<file path="src/rtl/alu_pkg.sv">
package alu_pkg;

    typedef enum logic [4:0] {
        OP_ADD_TRAP = 5'd0,
        OP_ADD_WRAP = 5'd1,
        OP_SUB_TRAP = 5'd2,
        OP_SUB_WRAP = 5'd3,
        OP_LT_SGN   = 5'd4,
        OP_LT_UNS   = 5'd5,
        OP_AND      = 5'd6,
        OP_OR       = 5'd7,
        OP_XOR      = 5'd8,
        OP_NOR      = 5'd9,
        OP_UPPER    = 5'd10,
        OP_SHL_K    = 5'd11,
        OP_SHR_K    = 5'd12,
        OP_SHA_K    = 5'd13,
        OP_SHL_R    = 5'd14,
        OP_SHR_R    = 5'd15,
        OP_SHA_R    = 5'd16
    } alu_op_e;

    typedef enum logic [2:0] {
        U_NONE, U_ARITH, U_CMP, U_BITS, U_UPPER, U_SHIFT
    } alu_unit_e;

    typedef enum logic [1:0] {
        BF_AND = 2'd0, BF_OR = 2'd1, BF_XOR = 2'd2, BF_NOR = 2'd3
    } bits_fn_e;

    typedef struct packed {
        alu_unit_e unit;
        logic      sub;
        logic      trap;
        logic      uns;
        bits_fn_e  bfn;
        logic      left;
        logic      arith;
        logic      cnt_reg;
    } alu_ctl_t;

    function automatic alu_ctl_t alu_decode(input logic [4:0] code);
        alu_ctl_t c;
        c = '{unit: U_NONE, sub: 1'b0, trap: 1'b0, uns: 1'b0,
              bfn: BF_AND, left: 1'b0, arith: 1'b0, cnt_reg: 1'b0};
        case (code)
            OP_ADD_TRAP: begin c.unit = U_ARITH; c.trap = 1'b1; end
            OP_ADD_WRAP: c.unit = U_ARITH;
            OP_SUB_TRAP: begin c.unit = U_ARITH; c.sub = 1'b1; c.trap = 1'b1; end
            OP_SUB_WRAP: begin c.unit = U_ARITH; c.sub = 1'b1; end
            OP_LT_SGN:   begin c.unit = U_CMP; c.sub = 1'b1; end
            OP_LT_UNS:   begin c.unit = U_CMP; c.sub = 1'b1; c.uns = 1'b1; end
            OP_AND:      begin c.unit = U_BITS; c.bfn = BF_AND; end
            OP_OR:       begin c.unit = U_BITS; c.bfn = BF_OR; end
            OP_XOR:      begin c.unit = U_BITS; c.bfn = BF_XOR; end
            OP_NOR:      begin c.unit = U_BITS; c.bfn = BF_NOR; end
            OP_UPPER:    c.unit = U_UPPER;
            OP_SHL_K:    begin c.unit = U_SHIFT; c.left = 1'b1; end
            OP_SHR_K:    c.unit = U_SHIFT;
            OP_SHA_K:    begin c.unit = U_SHIFT; c.arith = 1'b1; end
            OP_SHL_R:    begin c.unit = U_SHIFT; c.left = 1'b1; c.cnt_reg = 1'b1; end
            OP_SHR_R:    begin c.unit = U_SHIFT; c.cnt_reg = 1'b1; end
            OP_SHA_R:    begin c.unit = U_SHIFT; c.arith = 1'b1; c.cnt_reg = 1'b1; end
            default:     c.unit = U_NONE;
        endcase
        return c;
    endfunction

endpackage

</file>
<file path="src/rtl/alu_addsub.sv">
module alu_addsub #(
    parameter int W = 32
) (
    input  logic [W-1:0] a,
    input  logic [W-1:0] b,
    input  logic         sub,
    output logic [W-1:0] sum,
    output logic         ovf_raw,
    output logic         lt_sgn,
    output logic         lt_uns
);
    localparam int MSB = W - 1;

    logic [W-1:0] b_eff;
    logic [W:0]   wide;

    always_comb begin
        b_eff   = sub ? ~b : b;
        wide    = {1'b0, a} + {1'b0, b_eff} + {{W{1'b0}}, sub};
        sum     = wide[W-1:0];
        // same-sign inputs to the adder producing a result of the other sign
        ovf_raw = (a[MSB] == b_eff[MSB]) && (sum[MSB] != a[MSB]);
        // valid while subtracting: no carry out means a borrow
        lt_uns  = ~wide[W];
        lt_sgn  = (a[MSB] != b[MSB]) ? a[MSB] : sum[MSB];
    end
endmodule

</file>
<file path="src/rtl/alu_bitwise.sv">
module alu_bitwise
    import alu_pkg::*;
#(
    parameter int W = 32
) (
    input  logic [W-1:0] a,
    input  logic [W-1:0] b,
    input  bits_fn_e     fn,
    output logic [W-1:0] y
);
    always_comb begin
        case (fn)
            BF_AND:  y = a & b;
            BF_OR:   y = a | b;
            BF_XOR:  y = a ^ b;
            default: y = ~(a | b);
        endcase
    end
endmodule

</file>
<file path="src/rtl/alu_barrel.sv">
module alu_barrel #(
    parameter int W  = 32,
    parameter int SW = $clog2(W)
) (
    input  logic [W-1:0]  din,
    input  logic [SW-1:0] cnt,
    input  logic          left,
    input  logic          arith,
    output logic [W-1:0]  dout
);
    logic [W-1:0] rev_in;
    logic [W-1:0] rev_out;
    logic [W-1:0] stage [SW+1];
    logic         fill;

    // left shifts run through the right-shift stages on a bit-reversed word
    for (genvar i = 0; i < W; i++) begin : g_rev
        assign rev_in[i]  = din[W-1-i];
        assign rev_out[i] = stage[SW][W-1-i];
    end

    assign fill     = arith & ~left & din[W-1];
    assign stage[0] = left ? rev_in : din;

    for (genvar k = 0; k < SW; k++) begin : g_stage
        localparam int STEP = 1 << k;
        assign stage[k+1] = cnt[k] ? {{STEP{fill}}, stage[k][W-1:STEP]} : stage[k];
    end

    assign dout = left ? rev_out : stage[SW];
endmodule

</file>
<file path="src/rtl/int_exec_alu.sv">
module int_exec_alu
    import alu_pkg::*;
#(
    parameter int XLEN = 32,
    parameter int SHW  = $clog2(XLEN)
) (
    input  logic [4:0]      op_sel,
    input  logic [XLEN-1:0] src_a,
    input  logic [XLEN-1:0] src_b,
    input  logic [SHW-1:0]  shamt_imm,
    output logic [XLEN-1:0] result,
    output logic            ovf_trap
);
    localparam int IMMW = XLEN / 2;

    alu_ctl_t        ctl;
    logic [XLEN-1:0] sum_q, bits_q, shift_q, upper_q;
    logic            ovf_raw, lt_sgn, lt_uns;
    logic [SHW-1:0]  cnt;

    assign ctl     = alu_decode(op_sel);
    assign cnt     = ctl.cnt_reg ? src_a[SHW-1:0] : shamt_imm;
    assign upper_q = {src_b[IMMW-1:0], {IMMW{1'b0}}};

    alu_addsub #(.W(XLEN)) u_addsub (
        .a(src_a), .b(src_b), .sub(ctl.sub),
        .sum(sum_q), .ovf_raw(ovf_raw), .lt_sgn(lt_sgn), .lt_uns(lt_uns)
    );

    alu_bitwise #(.W(XLEN)) u_bits (
        .a(src_a), .b(src_b), .fn(ctl.bfn), .y(bits_q)
    );

    alu_barrel #(.W(XLEN), .SW(SHW)) u_shift (
        .din(src_b), .cnt(cnt), .left(ctl.left), .arith(ctl.arith), .dout(shift_q)
    );

    always_comb begin
        case (ctl.unit)
            U_ARITH: result = sum_q;
            U_CMP:   result = {{(XLEN-1){1'b0}}, ctl.uns ? lt_uns : lt_sgn};
            U_BITS:  result = bits_q;
            U_UPPER: result = upper_q;
            U_SHIFT: result = shift_q;
            default: result = '0;
        endcase
        ovf_trap = ctl.trap & ovf_raw;
    end
endmodule

</file>
<file path="config.mk">
export PLATFORM = sky130hd
export DESIGN_NAME = int_exec_alu
export DESIGN_NICKNAME = d
export VERILOG_FILES = /design/src/rtl/alu_pkg.sv /design/src/rtl/alu_addsub.sv /design/src/rtl/alu_bitwise.sv /design/src/rtl/alu_barrel.sv /design/src/rtl/int_exec_alu.sv
export SDC_FILE = /design/constraint.sdc
export NUM_CORES = 1
export LEC_CHECK = 0
export ABC_AREA = 1
export BUFFER_PORTS_ARGS = -buffer_cell sky130_fd_sc_hd__buf_4
export CAP_MARGIN = 20
export CORE_UTILIZATION = 46
export DETAILED_ROUTE_END_ITERATION = 16
export PLACE_DENSITY = 0.68
export SLEW_MARGIN = 30
export SYNTH_ARGS = -nofsm -noshare
export SYNTH_HDL_FRONTEND = slang
export SYNTH_SLANG_ARGS = --single-unit
</file>
<file path="constraint.sdc">
create_clock -name vclk -period 8.1
set_clock_uncertainty 0.15 [all_clocks]
set_input_delay 0.81 -clock vclk [all_inputs]
set_output_delay 0.81 -clock vclk [all_outputs]
set_load 0.03 [all_outputs]
</file>
==> flow_summary.yaml, run 1 <==
global_routing:
  grt_pass1_vias: 9134
  grt_overflow: 0
  number_of_antenna_violations_at_the_first_check_in_global_routing: 1
  groute.usage.overall_pct: 42.4
  groute.layer.met2.usage_pct: 67.2
  globalRouteMet3Util_pct: 4.07
  largest_net_degree_at_the_start_of_global_routing: 42
  wire_length_of_the_first_global_routing_pass_um: 53300
  grt.busiest_layer: "met2"
  globalRouteMet1Util_pct: 56.0
floorplanning:
  ioPinCount: 107
  chipHeight_um: 129
  die_width_um: 129
  num_rows: 46
  fp.dieArea_mm2: 0.0166
  core_area_mm2: 0.0158
  floorplan.initialDensity_pct: 46.9
layout:
  layout-drive-gt1-share_pct: 9.72
  flops_and_latches: 0
  flow.area_growth_from_synthesis_pct: 11.4
  finish.net_count: 1634
  clockBufferCount: 0
  sequential_cell_area_um2: 0
  fillers: 1776
synth:
  synthXorXnorAreaFrac_pct: 3.90
  adder_cell_share_of_the_synthesized_area_pct: 16.5
  seq_area_frac_synth_pct: 0
  syn_area_per_cell_um2: 5.26
  synthMostInstantiatedCell: "sky130_fd_sc_hd__nand2_1"
  area_share_of_and_or_nand_nor_cells_after_synthesis_pct: 48.9
  synth_compound_gate_area_share_pct: 19.4
  yosys.area.top_type_share_pct: 22.0
  netlist_top_cells_count: "sky130_fd_sc_hd__nand2_1 (398), sky130_fd_sc_hd__nand3_1 (326), sky130_fd_sc_hd__inv_1 (130)"
  synth_area_leaders: "sky130_fd_sc_hd__nand3_1 (22%), sky130_fd_sc_hd__nand2_1 (20%), sky130_fd_sc_hd__ha_1 (16%), sky130_fd_sc_hd__inv_1 (6.6%), sky130_fd_sc_hd__o21ai_0 (6.0%)"
  synth_area_mm2: 0.00742
  postSynthCellCount: 1411
  synth.yosys.warnings: 0
  synth_top_family_by_area: "simple AND/OR/NAND/NOR gates"
  synthMuxAreaShare_pct: 0
  netlist-cell-type-count: 44
  synth_largest_area_cell: "sky130_fd_sc_hd__nand3_1"
  mappedNetlistNets: 1582
timing:
  final_min_period_over_clock_period_pct: 68.5
  fin_setup_tns_ns: 0
  slew_at_the_pin_closest_to_its_max_slew_limit_ns: 0.855
  drv_slew: 0
  timing.final.crit_period_ns: 5.55
  rsz0062_at_grt: "no"
  timing.max_slew.rel_slack_pct: 42.9
  hold_violations: 0
  fmax_ghz: 0.180
  final-setup-viol-count: 0
setup_path:
  path_cells: "buf_4 > inv_1 > nand2_1 > nor2_1 > nor2_4 > xor2_1 > fa_1 > nand3_1 > and2_1 > o21ai_0 > inv_1 > o21bai_1 > nand2_1 > nand2_1 > a21oi_1 > o21ai_0 > o21ai_0 > inv_1 > nand2_1 > buf_4"
  timing.critical_path.arrival_ns: 4.59
  timing.critical_path.from_type: "input pin"
  cpMaxStageDelayCell: "sky130_fd_sc_hd__nor2_4"
  end_kind: "output port"
  path_common_cell: "sky130_fd_sc_hd__nand2_1"
  worst-endpoint-required_ns: 7.14
  start_point_of_the_critical_path: "op_sel[1]"
  critical_path.max_fanout: 18
  slowest_delay_ns: 0.59
  criticalPathCategory: "in -> out"
placed_design:
  placement.io_buffers: 107
  dp_hpwl_um: 28900
  gp_congestion: 1.04
worst_hold_path:
  min_from: "src_b[15]"
  hold_class: "in -> out"
cts:
  post_cts_hold_buffer_count: 0
  post_cts_resized: 0
  cts_setup_buffers: 0
drt:
  avgRoutedWirePerCell_um: 21.5
  drtAntennaViolNets: 0
  detailedRoute.firstIterationViolations: 1127
  post_drt_via_cell_ratio: 6.17
  drc_errors: 0
  drt-pass1-iter-count: 6
  route.final.wire_length_um: 36100
  vias: 10400
run:
  cap_violations: 0
run_status:
  outcome: "complete, no violations"
## metal layers
| metal | vias up | wire length [um] |
|---|---|---|
| met5 | - | 0 |
| met4 | 0 | 2360 |
| met3 | 122 | 3590 |
| met2 | 654 | 15600 |
| met1 | 4685 | 14500 |
| li1 | 4901 | - |
## final timing paths
| path | end | slack, ns | cells past startpoint |
|---|---|---|---|
| worst max-delay path | result[12] | 2.55 | 20 |
| worst min-delay path | result[31] | 1.88 | 4 |
## critical path: cells and delay by family
family / cells / cell delay [ns]
AND/OR/NAND/NOR: 8 / 1.34
AO/OA/AOI/OAI: 5 / 1.20
buffers and inverters: 5 / 0.54
adder cells (fa/ha/maj): 1 / 0.38
XOR/XNOR: 1 / 0.28
## area by class of cell
type	count	area, um^2	area share (%)
Timing Repair Buffer	120	901	10.9
Inverter	134	503	6.09
Multi-Input combinational cell	1207	6590	79.7
Antenna cell	2	5.00	0.0606
Tap cell	216	270	3.27
## stage by stage
stage / hold WS (ns) / cells / setup slack (ns) / instance area (um^2) / util, %
2_1_floorplan: 1.72 / 1411 / 3.57 / 7420 / -
3_3_place_gp: 1.87 / 1677 / 2.70 / 8260 / 52.2
3_5_place_dp: 1.87 / 1677 / 2.78 / 8260 / 52.2
4_1_cts: 1.87 / 1677 / 2.77 / 8260 / 52.2
5_1_grt: 1.90 / 1677 / 2.36 / 8260 / 52.2
6_report: 1.88 / 1679 / 2.55 / 8270 / 52.2
## cells in the final DEF (no fill, tap or decap), drive strengths merged, types with 2 or more instances in the layout
cell type / count
nor2: 75
o21a: 5
a21o: 5
a21boi: 5
or2: 2
a211oi: 2
nand3b: 4
inv: 134
a221oi: 14
nand2: 405
nor4: 2
xor2: 32
a31oi: 2
o211ai: 29
o21ai: 94
nor3: 9
nand4: 4
diode: 2
o21bai: 2
nand3: 328
buf: 120
ha: 96
a21oi: 83
o22ai: 2
## kinds of logic after synthesis
logic type | after synthesis
xor gates and xnor gates | 33
and+or+nand+nor | 830
buffers and inverters | 204
AOI/OAI and AO/OA | 247
adders and majority gates | 97
==> inputs of run 2 (changes only) <==
Clock period 8.1 ns to 5.4 ns, I/O delays scaled along.
==> run 2 against run 1 <==
- critical endpoint is now result[16]
- global-route usage decreased by 1.2 points
- highest routed layer unchanged
- die area unchanged
- cell count increased by 0.24%
- routed wire length decreased by 3.7%
- via count decreased by 0.51%
==> flow_summary.yaml, run 2 (synthesized netlist as in run 1, its figures left out) <==
setup_path:
  slowest_delay_ns: 0.42
  cpMaxStageDelayCell: "sky130_fd_sc_hd__o21bai_1"
  path_cells: "buf_4 > inv_1 > nand2_1 > nor2_1 > nor2_4 > a21boi_0 > fa_1 > nand3_1 > and2_1 > o21ai_0 > inv_1 > o21bai_1 > a21o_1 > a21oi_1 > o21ai_0 > o211ai_1 > inv_1 > nand2_1 > buf_4"
  end_kind: "output port"
  end_point_of_the_critical_path: "result[16]"
  path_common_cell: "sky130_fd_sc_hd__inv_1"
  worst-endpoint-required_ns: 4.71
  criticalPathCategory: "in -> out"
  critical_path.max_fanout: 10
  timing.critical_path.arrival_ns: 3.93
  timing.critical_path.from_type: "input pin"
  start_point_of_the_critical_path: "op_sel[1]"
floorplanning:
  num_rows: 46
  chipHeight_um: 129
  ioPinCount: 107
  core_area_mm2: 0.0158
  die_width_um: 129
  fp.dieArea_mm2: 0.0166
  floorplan.initialDensity_pct: 46.9
timing:
  drv_slew: 0
  timing.final.crit_period_ns: 4.62
  timing.max_slew.rel_slack_pct: 32.8
  hold_violations: 0
  rsz0062_at_grt: "no"
  fmax_ghz: 0.216
  final-setup-viol-count: 0
  final_min_period_over_clock_period_pct: 85.6
  fin_setup_tns_ns: 0
  slew_at_the_pin_closest_to_its_max_slew_limit_ns: 1.01
layout:
  instances_no_fill: 1683
  layout_commonest_cell: "sky130_fd_sc_hd__nand2_1"
  n_antenna_cell: 0
  sequential_cell_area_um2: 0
  layout-drive-gt1-share_pct: 10.0
  fillers: 1765
  flow.area_growth_from_synthesis_pct: 12.0
  most-common-layout-cells: "sky130_fd_sc_hd__nand2_1 (398), sky130_fd_sc_hd__nand3_1 (326), sky130_fd_sc_hd__inv_1 (130)"
  finish.net_count: 1640
  clockBufferCount: 0
  flops_and_latches: 0
drt:
  detailedRoute.firstIterationViolations: 1159
  drt-pass1-iter-count: 5
  drtAntennaViolNets: 0
  avgRoutedWirePerCell_um: 20.6
  route.final.wire_length_um: 34700
  post_drt_via_cell_ratio: 6.13
  vias: 10300
  drc_errors: 0
cts:
  post_cts_hold_buffer_count: 0
  post_cts_resized: 0
  cts_setup_buffers: 0
global_routing:
  grt_overflow: 0
  largest_net_degree_at_the_start_of_global_routing: 45
  number_of_antenna_violations_at_the_first_check_in_global_routing: 0
  grt_pass1_vias: 9014
  groute.usage.overall_pct: 41.2
  wire_length_of_the_first_global_routing_pass_um: 51800
placed_design:
  placement.io_buffers: 107
  dp_hpwl_um: 28100
  placedCellCount: 1683
  gp_congestion: 1.06
worst_hold_path:
  min_from: "src_b[10]"
  holdPathStages: 4
  hold_class: "in -> out"
pwr:
  total_leakage_power_nw: 4.38
  irDropWorstVdd_mv: 0.0572
  power_density_mw_per_mm2: 126
run_status:
  outcome: "complete, no violations"
run:
  cap_violations: 0
run 2: worst min path at each step:
stage,endpoint,slack [ns]
global placement,result[26],1.34
detailed placement,result[28],1.34
finish,result[26],1.35
global route,result[26],1.36
CTS,result[28],1.35
floorplan,ovf_trap,1.18
run 2: cell type report:
cell class | count | area, um^2 | share of cell area (%)
Multi-Input combinational cell | 1207 | 6590 | 79.3
Timing Repair Buffer | 126 | 950 | 11.4
Inverter | 134 | 503 | 6.05
Tap cell | 216 | 270 | 3.25
run 2: worst max-delay path, delay by kind of cell:
| family | cells | cell delay [ns] |
|---|---|---|
| AND/OR/NAND/NOR | 6 | 0.73 |
| adder cells (fa/ha/maj) | 1 | 0.37 |
| buffers and inverters | 5 | 0.57 |
| AO/OA/AOI/OAI | 7 | 1.72 |
run 2: power by group:
group          internal, mW  switching, mW  total (mW)
Clock                     0              0           0
Sequential                0              0           0
Combinational         0.338          0.707        1.04
Total                 0.338          0.707        1.04
run 2: through the flow:
step / total power [mW] / instance area, um^2 / setup WS [ns] / hold WS (ns) / utilization (%)
finish: 1.04 / 8310 / 0.776 / 1.35 / 52.5
global route: 1.13 / 8310 / 0.478 / 1.36 / 52.5
CTS: 1.02 / 8310 / 0.879 / 1.35 / 52.5
detailed placement: 1.01 / 8310 / 0.885 / 1.34 / 52.5
global placement: 1.01 / 8300 / 0.864 / 1.34 / 52.4
floorplan: 0.683 / 7420 / 1.41 / 1.18 / -
run 2: per-layer routing:
layer / track usage, % / up-vias / routed length (um)
li1: - / 4909 / -
met1: 54.2 / 4694 / 14100
met2: 66.4 / 592 / 15300
met3: 3.91 / 114 / 3160
met4: 22.1 / 0 / 2100
met5: 0 / - / 0
Power figures use the tool's default switching activity.
